## src/rtl/xbar_pkg.sv

```systemverilog
package xbar_pkg;
   localparam int NFUNC = 19;
   localparam int SELW  = 5;

   localparam int F_UTX  = 0;
   localparam int F_URX  = 1;
   localparam int F_SCK  = 2;
   localparam int F_MISO = 3;
   localparam int F_MOSI = 4;
   localparam int F_NSS  = 5;
   localparam int F_SDA  = 6;
   localparam int F_SCL  = 7;
   localparam int F_LTX  = 8;
   localparam int F_LRX  = 9;
   localparam int F_CPS  = 10;
   localparam int F_CPA  = 11;
   localparam int F_CLKO = 12;
   localparam int F_CEX0 = 13;
   localparam int F_ECI  = 16;
   localparam int F_T0   = 17;
   localparam int F_T1   = 18;
   localparam int MAX_PCA = 3;

   localparam logic [SELW-1:0] SEL_GPIO = 5'd30;
   localparam logic [SELW-1:0] SEL_SKIP = 5'd31;
endpackage

```

## src/rtl/xbar_req_expand.sv

```systemverilog
module xbar_req_expand import xbar_pkg::*; #(
   parameter int NPCA = 3,
   localparam int PCAW = $clog2(NPCA + 1)
) (
   input  logic             uart_en,
   input  logic             spi_en,
   input  logic             spi_four_wire,
   input  logic             twi_en,
   input  logic             lin_en,
   input  logic             cmp_sync_en,
   input  logic             cmp_async_en,
   input  logic             clkout_en,
   input  logic [PCAW-1:0]  pca_chans,
   input  logic             ext_cnt_en,
   input  logic             tmr0_en,
   input  logic             tmr1_en,
   output logic [NFUNC-1:0] req
);
   assign req[F_UTX]  = uart_en;
   assign req[F_URX]  = uart_en;
   assign req[F_SCK]  = spi_en;
   assign req[F_MISO] = spi_en;
   assign req[F_MOSI] = spi_en;
   assign req[F_NSS]  = spi_en & spi_four_wire;
   assign req[F_SDA]  = twi_en;
   assign req[F_SCL]  = twi_en;
   assign req[F_LTX]  = lin_en;
   assign req[F_LRX]  = lin_en;
   assign req[F_CPS]  = cmp_sync_en;
   assign req[F_CPA]  = cmp_async_en;
   assign req[F_CLKO] = clkout_en;
   assign req[F_ECI]  = ext_cnt_en;
   assign req[F_T0]   = tmr0_en;
   assign req[F_T1]   = tmr1_en;

   for (genvar c = 0; c < MAX_PCA; c++) begin : g_pca
      if (c < NPCA) begin : g_on
         assign req[F_CEX0 + c] = (pca_chans > PCAW'(c));
      end else begin : g_off
         assign req[F_CEX0 + c] = 1'b0;
      end
   end
endmodule

```

## src/rtl/xbar_alloc.sv

```systemverilog
module xbar_alloc import xbar_pkg::*; #(
   parameter int NPIN   = 6,
   parameter int TX_PIN = 3,
   parameter int RX_PIN = 4,
   localparam int IDXW  = $clog2(NPIN + 1),
   localparam logic [IDXW-1:0] NONE = '1
) (
   input  logic [NFUNC-1:0]      req,
   input  logic [NPIN-1:0]       skip,
   output logic [NFUNC*IDXW-1:0] idx_flat,
   output logic [NFUNC-1:0]      miss
);
   logic [NFUNC:0][NPIN-1:0] busy;

   assign busy[0] = skip
                  | (req[F_UTX] ? (NPIN'(1) << TX_PIN) : '0)
                  | (req[F_URX] ? (NPIN'(1) << RX_PIN) : '0);

   for (genvar f = 0; f < NFUNC; f++) begin : g_stage
      if (f == F_UTX || f == F_URX) begin : g_fixed
         localparam int FIXP = (f == F_UTX) ? TX_PIN : RX_PIN;
         assign idx_flat[f*IDXW +: IDXW] = req[f] ? IDXW'(FIXP) : NONE;
         assign miss[f]     = 1'b0;
         assign busy[f+1]   = busy[f];
      end else begin : g_float
         logic [IDXW-1:0] pick;
         logic            hit;
         logic            take;
         always_comb begin
            hit  = 1'b0;
            pick = NONE;
            for (int p = NPIN - 1; p >= 0; p--) begin
               if (!busy[f][p]) begin
                  hit  = 1'b1;
                  pick = IDXW'(p);
               end
            end
         end
         assign take = req[f] & hit;
         assign idx_flat[f*IDXW +: IDXW] = take ? pick : NONE;
         assign miss[f]   = req[f] & ~hit;
         assign busy[f+1] = busy[f] | (take ? (NPIN'(1) << pick) : '0);
      end
   end
endmodule

```

## src/rtl/xbar_pin_code.sv

```systemverilog
module xbar_pin_code import xbar_pkg::*; #(
   parameter int NPIN = 6,
   localparam int IDXW = $clog2(NPIN + 1)
) (
   input  logic [NFUNC*IDXW-1:0] idx_flat,
   input  logic [NPIN-1:0]       skip,
   output logic [NPIN*SELW-1:0]  sel_flat
);
   for (genvar p = 0; p < NPIN; p++) begin : g_pin
      logic [SELW-1:0] code;
      always_comb begin
         code = skip[p] ? SEL_SKIP : SEL_GPIO;
         for (int f = 0; f < NFUNC; f++) begin
            if (idx_flat[f*IDXW +: IDXW] == IDXW'(p)) code = SELW'(f);
         end
      end
      assign sel_flat[p*SELW +: SELW] = code;
   end
endmodule

```

## src/rtl/xbar_pin_decoder.sv

```systemverilog
module xbar_pin_decoder import xbar_pkg::*; #(
   parameter int NPIN         = 6,
   parameter int UART_ALT_POS = 0,
   parameter int NPCA         = 3,
   localparam int IDXW   = $clog2(NPIN + 1),
   localparam int PCAW   = $clog2(NPCA + 1),
   localparam int TX_PIN = 3 + UART_ALT_POS,
   localparam int RX_PIN = TX_PIN + 1
) (
   input  logic                   clk,
   input  logic                   rst_n,
   input  logic                   uart_en,
   input  logic                   spi_en,
   input  logic                   spi_four_wire,
   input  logic                   twi_en,
   input  logic                   lin_en,
   input  logic                   cmp_sync_en,
   input  logic                   cmp_async_en,
   input  logic                   clkout_en,
   input  logic [PCAW-1:0]        pca_chans,
   input  logic                   ext_cnt_en,
   input  logic                   tmr0_en,
   input  logic                   tmr1_en,
   input  logic [NPIN-1:0]        skip_mask,
   output logic [NPIN*SELW-1:0]   pin_sel,
   output logic [NFUNC*IDXW-1:0]  func_pin,
   output logic                   overflow
);
   if (RX_PIN >= NPIN) begin : g_bad_bank
      $error("bank too small for fixed serial pins");
   end
   if (NPCA < 1 || NPCA > MAX_PCA) begin : g_bad_pca
      $error("NPCA out of range");
   end
   if (UART_ALT_POS != 0 && UART_ALT_POS != 1) begin : g_bad_alt
      $error("UART_ALT_POS must be 0 or 1");
   end

   logic [NFUNC-1:0]      req;
   logic [NFUNC*IDXW-1:0] idx_d;
   logic [NFUNC-1:0]      miss;
   logic [NPIN*SELW-1:0]  sel_d;

   xbar_req_expand #(.NPCA(NPCA)) u_req (
      .uart_en(uart_en), .spi_en(spi_en), .spi_four_wire(spi_four_wire),
      .twi_en(twi_en), .lin_en(lin_en), .cmp_sync_en(cmp_sync_en),
      .cmp_async_en(cmp_async_en), .clkout_en(clkout_en),
      .pca_chans(pca_chans), .ext_cnt_en(ext_cnt_en),
      .tmr0_en(tmr0_en), .tmr1_en(tmr1_en), .req(req)
   );

   xbar_alloc #(.NPIN(NPIN), .TX_PIN(TX_PIN), .RX_PIN(RX_PIN)) u_alloc (
      .req(req), .skip(skip_mask), .idx_flat(idx_d), .miss(miss)
   );

   xbar_pin_code #(.NPIN(NPIN)) u_code (
      .idx_flat(idx_d), .skip(skip_mask), .sel_flat(sel_d)
   );

   always_ff @(posedge clk or negedge rst_n) begin
      if (!rst_n) begin
         pin_sel  <= {NPIN{SEL_GPIO}};
         func_pin <= '1;
         overflow <= 1'b0;
      end else begin
         pin_sel  <= sel_d;
         func_pin <= idx_d;
         overflow <= |miss;
      end
   end
endmodule

```

## config.mk

```make
export PLATFORM = sky130hd
export DESIGN_NAME = xbar_pin_decoder
export DESIGN_NICKNAME = d
export VERILOG_FILES = /design/src/rtl/xbar_pkg.sv /design/src/rtl/xbar_req_expand.sv /design/src/rtl/xbar_alloc.sv /design/src/rtl/xbar_pin_code.sv /design/src/rtl/xbar_pin_decoder.sv
export SDC_FILE = /design/constraint.sdc
export NUM_CORES = 1
export LEC_CHECK = 0
export BUFFER_PORTS_ARGS = -buffer_cell sky130_fd_sc_hd__clkbuf_2
export CAP_MARGIN = 20
export CORE_UTILIZATION = 50
export CTS_CLUSTER_SIZE = 12
export DETAILED_ROUTE_END_ITERATION = 10
export PLACE_DENSITY = 0.68
export SYNTH_ARGS = -nofsm -noshare
export SYNTH_HDL_FRONTEND = slang
export SYNTH_HIERARCHICAL = 1
export SYNTH_SLANG_ARGS = --single-unit
```

## constraint.sdc

```tcl
create_clock -name clk -period 1.2 [get_ports clk]
set_input_delay 0.3 -clock clk [delete_from_list [all_inputs] [get_ports clk]]
set_output_delay 0.3 -clock clk [all_outputs]
set_load 0.01 [all_outputs]
```

==> metrics.cfg, run 1 <==
[place]
gp_congestion = 0.978
placed_cell_area_um2 = 12300
hpwl_um = 25200
dp.cells = 1752
port_buffers = 108
dpl_worst_slack_ns = -4.30

[run_status]
outcome = stopped before the end
failed_stage = 5_1_grt
tool.error = [ERROR DPL-0038] Utilization greater than 100%, impossible to legalize

[floorplanning]
initial_core_util = 0.517
io_pins = 109
num_rows = 46
die_width_um = 131
fp.dieH_um = 131

[synth]
yosys_warnings = 6
yosysUniqueCellTypes = 96
syn_area_um2 = 8300
synth_edf_count = 0
ys_seq_elements = 88
synth_flop_cell = dfstp_2
synthArstFlopShare = 1.00
synth-seq-area-share = 0.278
syn_avg_cell_area_um2 = 7.70
synth_cells = 1078

[global_route]
grt_max_degree = 29

[clock_tree]
cts.sinks = 88
cts_made_buffers = 9
h-tree-depth = 3
root_buffer = clkbuf_16
clk_path_buf_depth = 2

[sta]
worstEpCategory = register input
grt-worst-endpoint = pin_sel[25]$_DFF_PN0_/D

kinds of logic after synthesis:
group                      synth area share
other                              0.000905
DFF                                   0.278
and+or+nand+nor                       0.341
AOI/OAI and AO/OA                     0.298
adders and majority gates            0.0146
buffers and inverters                0.0627
xor gates and xnor gates            0.00422
Yosys cell counts (6+ instances only):
master / instances / area share
nand2_1: 119 / 0.054
nor2_1: 99 / 0.045
o21ai_0: 84 / 0.051
dfstp_2: 81 / 0.26
a21oi_1: 64 / 0.039
nor3_1: 40 / 0.024
nand3_1: 32 / 0.019
nand3b_1: 32 / 0.029
inv_1: 26 / 0.012
nor3b_1: 26 / 0.024
clkbuf_1: 25 / 0.011
buf_4: 24 / 0.022
nand2b_1: 21 / 0.016
nor2b_1: 21 / 0.016
o211ai_1: 20 / 0.018
and2_1: 16 / 0.012
and3_1: 15 / 0.011
buf_2: 14 / 0.0084
o21a_1: 14 / 0.013
o31ai_1: 14 / 0.013
or3b_2: 14 / 0.015
or3_1: 13 / 0.0098
nand4_1: 12 / 0.0090
a31oi_1: 11 / 0.0083
maj3_1: 11 / 0.013
a221oi_1: 10 / 0.011
o21ai_1: 10 / 0.0060
a211oi_1: 9 / 0.0081
o221ai_1: 9 / 0.0095
a21o_1: 8 / 0.0072
nor4_1: 8 / 0.0060
o21bai_1: 8 / 0.0072
o41ai_1: 8 / 0.0084
a22oi_1: 7 / 0.0063
dfrtp_1: 7 / 0.021
o22ai_1: 6 / 0.0045
or2_2: 6 / 0.0045
stage by stage:
step,hold WS [ns],TNS [ns]
after CTS,0.288,-197.01
after global placement,0.202,-234.44
after floorplan,0.00441,-199.50
after detailed placement,0.205,-241.81
timing repair:
item                                    in CTS
gates cloned                                 0
hold buffers                                 1
endpoints found under the setup margin     163
setup buffers                               47
gates resized for setup                    265
hold endpoints to repair                     2
pin swaps                                   70
==> run 2, diff against run 1 <==
- CORE_UTILIZATION: 50 -> 35
- CTS_CLUSTER_SIZE: 12 -> not set
- PLACE_DENSITY: 0.68 -> not set
- PLACE_DENSITY_LB_ADDON: not set -> 0.15
==> run 2 against run 1 <==
Net effect: the flow now finishes, with violations (negative setup slack); synthesized cell count did not move; area after synthesis did not move.
==> metrics.cfg, run 2 <==
[global_route]
grt_use_total = 0.274
grt_pass1_wl_um = 52600
grt_pass1_vias = 10200
antenna_found_initial = 0
grt-ovfl-total = 0
grt_max_degree = 32

[drt]
vias_per_cell = 5.54
drc_errors = 0
drt_iter0_drc = 708
route.vias.total = 10900
wl_per_cell_um = 18.2
dr.pass1.iters = 5
wirelength_um = 35700
ant_nets = 0

[finish]
drive_gt1_frac = 0.636
nFillCells = 1748
largest_reg_flops = 57
diodes = 0
reg_top3 = func_pin x57, pin_sel x30, overflow x1
fin_nets = 1669
top_register = func_pin
final_common_cell = buf_4
final_cell_mix = buf_4, buf_6, dfstp_2, nand2_1, clkbuf_2
fin_cells = 1966
utilization = 0.683
syn_to_final_growth_pct = 88.7

[min_path]
hp-class = input port to asynchronous set/reset pin

[critical_path]
cp-start-kind = input port
path_delay_family = compound AO/OA/AOI/OAI gates
end_kind = register
arrival_ns = 5.20
critical-path-max-stage-delay_ns = 0.42
worstPathRequired_ns = 1.41
crit_slowest_cell = a221o_1
crit_fanout = 8
crit_type = input port to register
critical_path_buf_inv_count = 5
crit_top_cell = buf_4

[synth]
synthArstFlopShare = 1.00
yosysUniqueCellTypes = 96
syn_area_um2 = 8300
synth-seq-area-share = 0.278
synth.area.mux_share = 0
synth_edf_count = 0
netlist_top_cells_count = nand2_1, nor2_1, o21ai_0
post-synth-top-count-cell = nand2_1
synth_simple_gate_area_frac = 0.341
synth_top_family_by_area = simple AND/OR/NAND/NOR gates
yosys.area.top_type = dfstp_2
synth_flop_cell = dfstp_2
synth_top_area_share = 0.257
synth_adder_area_share = 0.0146
synth-compound-area-share = 0.298
synth.area.top_cells = dfstp_2, nand2_1, o21ai_0, nor2_1, a21oi_1
syn_avg_cell_area_um2 = 7.70
synth_xor_area_frac = 0.00422
synth_cells = 1078
yosys_warnings = 6
ys_seq_elements = 88

[sta]
slew_headroom = 0.652
fin_crit_ns = 4.98
max_freq_mhz = 201
hold_viol_final = 0
finalSetupViolCount = 163
rsz0062_at_grt = yes
drv_slew = 0
hold_slack_ns = 0.370
worst_pin_slew_ns = 0.518
period_share = 4.15
setup_slack_ns = -3.78

[power]
power_mw = 10.7
p_per_area_nw_per_um2 = 683
power_leakage_nw = 6.78
irDropWorstVdd_mv = 0.677

[clock_tree]
h-tree-depth = 3
cts.sinks = 88
cts_made_buffers = 9
path_clk_slew_ns = 0.07
root_buffer = clkbuf_16
clk_path_buf_depth = 2
cts_tree = built

[run_status]
outcome = complete, but fails checks
violations = negative setup slack

[run]
cap_violations = 0

[floorplanning]
dieArea_um2 = 24300
initial_core_util = 0.362
core_um2 = 22900
fp.dieH_um = 156
die_width_um = 156
num_rows = 55
io_pins = 109

[place]
dpl_worst_slack_ns = -4.32
port_buffers = 108
gp_congestion = 0.898
dp.cells = 1848
hpwl_um = 25100

run 2: cell counts after synthesis:
Identical to the previous run, type by type.
run 2: final timing paths:
path	start	slack, ns	to	cells past startpoint
min	rst_n	0.37	pin_sel[20]	2
max in group asynchronous	rst_n	0.31	func_pin[43]	3
max	spi_en	-3.78	pin_sel[0]	25
min in group clk	cmp_sync_en	0.37	func_pin[32]	3
run 2: cell type report:
cell class	count	area, µm²	share of cell area
Clock buffer	9	225	0.0144
Clock inverter	7	73.8	0.00472
Inverter	27	103	0.00656
Multi-Input combinational cell	893	7380	0.471
Sequential cell	88	2300	0.147
Tap cell	313	392	0.0250
Timing Repair Buffer	629	5170	0.331
run 2: logic make-up after synthesis:
kind of cell    count (synthesis)
compound gates                356
xor+xnor                        4
fa+ha+maj                      12
buf+inv                       100
flops                          88
other cells                     2
simple gates                  516
run 2: through the flow:
| stage | TNS (ns) | area, µm² |
|---|---|---|
| 2_1_floorplan | -199.50 | 8710 |
| 3_5_place_dp | -236.65 | 12400 |
| 4_1_cts | -203.84 | 14400 |
| 6_report | -213.93 | 15700 |
| 5_1_grt | -226.79 | 15700 |
| 3_3_place_gp | -232.29 | 12400 |
run 2: routing by layer:
metal	track usage	vias up	share of wire
li1	-	5174	-
met1	0.364	5233	0.43
met2	0.460	384	0.48
met3	0.0236	99	0.045
met4	0.101	0	0.040
met5	0	-	0
run 2: timing repair:
action,4_1_cts,5_1_grt
setup endpoints to repair,165,165
cloned,1,1
gates resized for setup,273,234
setup buffers,66,54
endpoints found under the hold margin,2,0
hold buffers,1,0
pin swaps,89,86
run 2: where the power goes:
part           internal (mW)  switching [mW]
combinational           2.08            2.24
sequential              3.40           0.105
clock                   1.47            1.38
No activity file was read; power rests on OpenSTA's default activity.
==> run 3, diff against run 2 <==
- SYNTH_HIERARCHICAL: 1 -> not set
==> run 3 against run 2 <==
Net effect: the flow still finishes with violations (negative setup slack); non-clock buffer count down 45; largest cell class is now non-clock buffers; routed wire length decreased by 9.7%; maximum frequency rose by 34%; hold slack got worse by 0.20 ns; critical path depth fell by 7; area after synthesis is 25% lower; design area fell by 14%; worst setup slack better by 1.3 ns; clock power shrank 7%; critical endpoint is now pin_sel[28]; die area decreased by 25%.
==> metrics.cfg, run 3 <==
[sta]
rsz0062_at_grt = yes
slew_headroom = 0.600
setup_slack_ns = -2.53
tns_ns = -134.99
fin_crit_ns = 3.73
max_freq_mhz = 268
hold_viol_final = 0
finalSetupViolCount = 157
hold_slack_ns = 0.171
period_share = 3.11
drv_slew = 0
worst_pin_slew_ns = 0.593

[synth]
synth_top_family_by_area = compound AO/OA/AOI/OAI gates
synth_flop_cell = dfstp_2
syn_avg_cell_area_um2 = 8.00
synth_adder_area_share = 0.00663
synthArstFlopShare = 1.00
synth_simple_gate_area_frac = 0.236
yosysUniqueCellTypes = 87
synth-compound-area-share = 0.350
synth_top_area_share = 0.321
synth_cells = 779
ys_seq_elements = 83
synth.area.top_cells = dfstp_2, o21ai_0, nand2_1, nor2_1, a21oi_1
netlist_top_cells_count = nand2_1, nor2_1, dfstp_2, o21ai_0, a21oi_1
yosys.area.top_type = dfstp_2
synth_edf_count = 0
synth_xor_area_frac = 0.00562
syn_area_um2 = 6230
yosys_warnings = 0
synth.area.mux_share = 0
post-synth-top-count-cell = nand2_1
synth-seq-area-share = 0.349

[place]
dp.cells = 1424
hpwl_um = 21900
port_buffers = 105
gp_congestion = 1.02

[power]
power_leakage_nw = 5.79
p_per_area_nw_per_um2 = 744
irDropWorstVdd_mv = 0.693
power_mw = 9.99

[drt]
route.vias.total = 8937
vias_per_cell = 5.76
drt_iter0_drc = 1038
wl_per_cell_um = 20.8
drc_errors = 0
ant_nets = 0
wirelength_um = 32200
dr.pass1.iters = 8

[global_route]
grt_use_total = 0.332
grt-ovfl-total = 0
grt_max_degree = 59
antenna_found_initial = 0
grt_pass1_wl_um = 46100
grt_pass1_vias = 8314

[floorplanning]
fp.dieH_um = 135
core_um2 = 17400
initial_core_util = 0.359
dieArea_um2 = 18300
num_rows = 48
die_width_um = 135
io_pins = 109

[clock_tree]
cts.sinks = 83
h-tree-depth = 3
cts_made_buffers = 9
clk_path_buf_depth = 2
cts_tree = built
path_clk_slew_ns = 0.06
root_buffer = clkbuf_16

[finish]
reg_top3 = func_pin x52, pin_sel x30, overflow x1
diodes = 0
syn_to_final_growth_pct = 115
final_cell_mix = buf_4, buf_6, dfstp_2, nand2_1, nor2_1
utilization = 0.773
final_common_cell = buf_4
top_register = func_pin
fin_cells = 1551
drive_gt1_frac = 0.708
largest_reg_flops = 52
fin_nets = 1342

[critical_path]
crit_chain = clkbuf_16 -> buf_12 -> buf_12 -> buf_12 -> nand2_8 -> nor3_4 -> a311oi_2 -> buf_4 -> and4_4 -> nand3_4 -> nor3_4 -> o221a_2 -> a21oi_2 -> o311a_1 -> a211o_4 -> o31ai_4 -> o21ai_4 -> a211oi_2
crit_top_cell = buf_12
end_kind = register
arrival_ns = 3.99
critical-path-max-stage-delay_ns = 0.40
cp-start-kind = input port
crit_fanout = 8
crit_slowest_cell = o311a_1
worstPathRequired_ns = 1.46
crit_type = input port to register

[run_status]
violations = negative setup slack
outcome = complete, but fails checks

[min_path]
hp-class = input port to register

[run]
cap_violations = 0

run 3: cell count changes in the layout (fill, tap and decap cells not counted), sizes merged, moves of 9 or more:
cell / change
nor3: -22
nand2: -20
nand2b: -13
nand3: -14
nor3b: -24
nor2: -24
nor2b: -18
a21oi: -9
or3b: -18
clkbuf: -49
inv: -13
nand3b: -26
run 3: layer usage:
layer  vias to the layer above  wire length, µm  track usage
met1                      4286            13600        0.456
met4                         0             1380        0.127
met2                       523            14800        0.521
met3                       126             2490       0.0501
li1                       4002                -            -
met5                         -                0            0
run 3: worst paths after layout:
| path | start | end | cells past startpoint |
|---|---|---|---|
| min in group asynchronous | rst_n | overflow | 3 |
| max in group asynchronous | rst_n | func_pin[36] | 3 |
| setup / recovery | skip_mask[1] | pin_sel[28] | 18 |
| hold / removal | clkout_en | func_pin[37] | 2 |
run 3: stage by stage:
step                area, µm²  worst slack, ns
floorplan                6710            -2.54
global placement         9860            -2.81
detailed placement       9860            -2.90
CTS                     12100            -2.38
global route            13400            -2.63
finish                  13400            -2.53
run 3: cells by family after synthesis:
logic type      Yosys count
xor+xnor                  4
fa+ha+maj                 4
other cells               1
compound gates          310
flops                    83
simple gates            305
buf+inv                  72
run 3: power breakdown:
group	internal, mW	switching (mW)
Combinational	2.10	2.02
Clock	1.41	1.26
Sequential	3.10	0.0918
Total	6.61	3.37
run 3: area by class of cell:
class                   count  area, µm²
repair buffers            584       5330
multi-input cells         626       5300
fillers                  1138       3930
flip-flops and latches     83       2170
well taps                 225        282
clock buffers              12        236
inverters                  17       68.8
clock inverters             4       28.8
run 3: timing repair:
item                                    in CTS  in global routing
gates cloned                                 2                  0
pin swaps                                  108                 95
gates resized for setup                    303                300
endpoints found under the hold margin        7                  0
endpoints found under the setup margin     158                159
setup buffers                               86                 52
hold buffers                                 1                  0
run 3: worst max-delay path: cells and delay by family:
kind                   cells  cell delay (ns)
AO/OA/AOI/OAI              8             2.07
AND/OR/NAND/NOR            5             0.89
buffers and inverters      5             0.71
==> run 4, diff against run 3 <==
- CELL_PAD_IN_SITES_DETAIL_PLACEMENT: not set -> 0
- CELL_PAD_IN_SITES_GLOBAL_PLACEMENT: not set -> 1
==> run 4 against run 3 <==
Net effect: the flow still finishes with violations (negative setup slack); largest cell class is now multi-input gates; critical endpoint is now pin_sel[2]; hold slack got worse by 0.13 ns; critical path depth is 3 lower; sequential share of layout area is 0.38 points higher; critical path type unchanged.
==> metrics.cfg, run 4 (synthesis gave the netlist of run 3 again) <==
[run_status]
violations = negative setup slack
outcome = complete, but fails checks

[drt]
wl_per_cell_um = 21.9
wl_met3_um = 2550
drc_errors = 0
vias_per_cell = 5.81
highest_layer = met4
route.vias.total = 8988
wirelength_um = 33800
dr_wl_met2_um = 15600
m1WireLength_um = 14700
drt_iter0_drc = 881
ant_nets = 0
dr.pass1.iters = 5

[sta]
rsz0062_at_grt = yes
slew_headroom = 0.393
setup_slack_ns = -2.69
hold_viol_final = 0
max_freq_mhz = 257
finalSetupViolCount = 157
worst_pin_slew_ns = 0.902
fin_crit_ns = 3.89
drv_slew = 0
period_share = 3.24

[finish]
diodes = 0
final_cell_mix = buf_4, buf_6, dfstp_2, nand2_1, clkbuf_2
final_common_cell = buf_4
drive_gt1_frac = 0.718
fin_cells = 1547
top_register = func_pin
reg_top3 = func_pin x52, pin_sel x30, overflow x1
largest_reg_flops = 52
fin_nets = 1338
syn_to_final_growth_pct = 110

[power]
irDropWorstVdd_mv = 0.760
power.internal_mw = 6.40
pwr-share-clk = 0.277
swShare = 0.346
pwr-share-comb = 0.399
power_leakage_nw = 5.63
power_mw = 9.79
p_sw_mw = 3.39
p_per_area_nw_per_um2 = 747
power_frac_seq = 0.324

[clock_tree]
path_clk_slew_ns = 0.07
cts_tree = built
root_buffer = clkbuf_16
h-tree-depth = 3
cts_made_buffers = 9
cts.sinks = 83
hold_buffers = 0
clk_path_buf_depth = 2

[global_route]
grt_pass1_vias = 8713
antenna_found_initial = 0
grt_pass1_wl_um = 49200
grt-ovfl-total = 0
grt_use_total = 0.353
grt_max_degree = 31

[place]
gp_congestion = 0.967
dpl_worst_slack_ns = -3.04
hpwl_um = 23400
dp.cells = 1419
port_buffers = 105

[floorplanning]
dieArea_um2 = 18300
num_rows = 48
io_pins = 109
core_um2 = 17400
fp.dieH_um = 135
initial_core_util = 0.359
die_width_um = 135

[critical_path]
cp-start-kind = input port
end_kind = register
crit_type = input port to register
crit_fanout = 6
arrival_ns = 4.12
worstPathRequired_ns = 1.43

[min_path]
hp-class = input port to asynchronous set/reset pin

[run]
cap_violations = 0

[run 4: metrics by stage]
stage / util / setup TNS (ns) / area (µm²) / hold WS, ns
2_1_floorplan: - / -117.46 / 6710 / 0.00441
3_3_place_gp: 0.564 / -155.24 / 9800 / 0.413
3_5_place_dp: 0.564 / -162.71 / 9800 / 0.429
4_1_cts: 0.699 / -128.31 / 12100 / 0.0512
5_1_grt: 0.755 / -143.79 / 13100 / 0.0689
6_report: 0.755 / -136.35 / 13100 / 0.0428
[run 4: routing by layer]
layer / vias to the layer above / global-route usage
met2: 506 / 0.564
li1: 4003 / -
met1: 4375 / 0.496
met5: - / 0
met4: 0 / 0.105
met3: 104 / 0.0441
[run 4: worst max-delay path by stage]
stage	start	to	slack (ns)	cells past startpoint
2_1_floorplan	spi_en	pin_sel[11]	-2.54	15
3_3_place_gp	skip_mask[1]	pin_sel[2]	-2.84	16
3_5_place_dp	skip_mask[1]	pin_sel[13]	-3.04	17
4_1_cts	lin_en	pin_sel[13]	-2.49	15
5_1_grt	lin_en	pin_sel[2]	-2.80	14
6_report	lin_en	pin_sel[2]	-2.69	15
[run 4: worst max-delay path: stages]
cell       delay, ns
clkbuf_16       0.13
or3_4           0.42
o21a_1          0.25
maj3_2          0.40
o31ai_4         0.34
nand3_2         0.23
o211ai_1        0.25
buf_4           0.18
a31oi_4         0.11
o31a_1          0.19
or4_4           0.43
a21oi_4         0.22
or2_4           0.21
a2111oi_4       0.10
a2111oi_4       0.36
[run 4: final cells by class]
class                      count  area, µm²
fill                        1187       4250
inverter                      17       63.8
clock buffer                   9        225
multi-input combinational    626       5420
clock inverter                 7       51.3
tap                          225        282
sequential                    83       2170
timing repair buffer         580       4900
[run 4: what timing repair did]
item,in CTS,in global routing
gates resized for setup,327,197
cloned,2,0
setup endpoints to repair,159,159
pin swaps,95,68
setup buffers,77,61
[run 4: power groups by stage]
stage / clock network [mW] / registers (mW) / logic, mW
2_1_floorplan: 0 / 3.30 / 1.26
3_3_place_gp: 0 / 3.19 / 2.80
3_5_place_dp: 0 / 3.20 / 2.83
4_1_cts: 2.72 / 3.16 / 3.47
5_1_grt: 2.87 / 3.18 / 4.11
6_report: 2.71 / 3.17 / 3.91
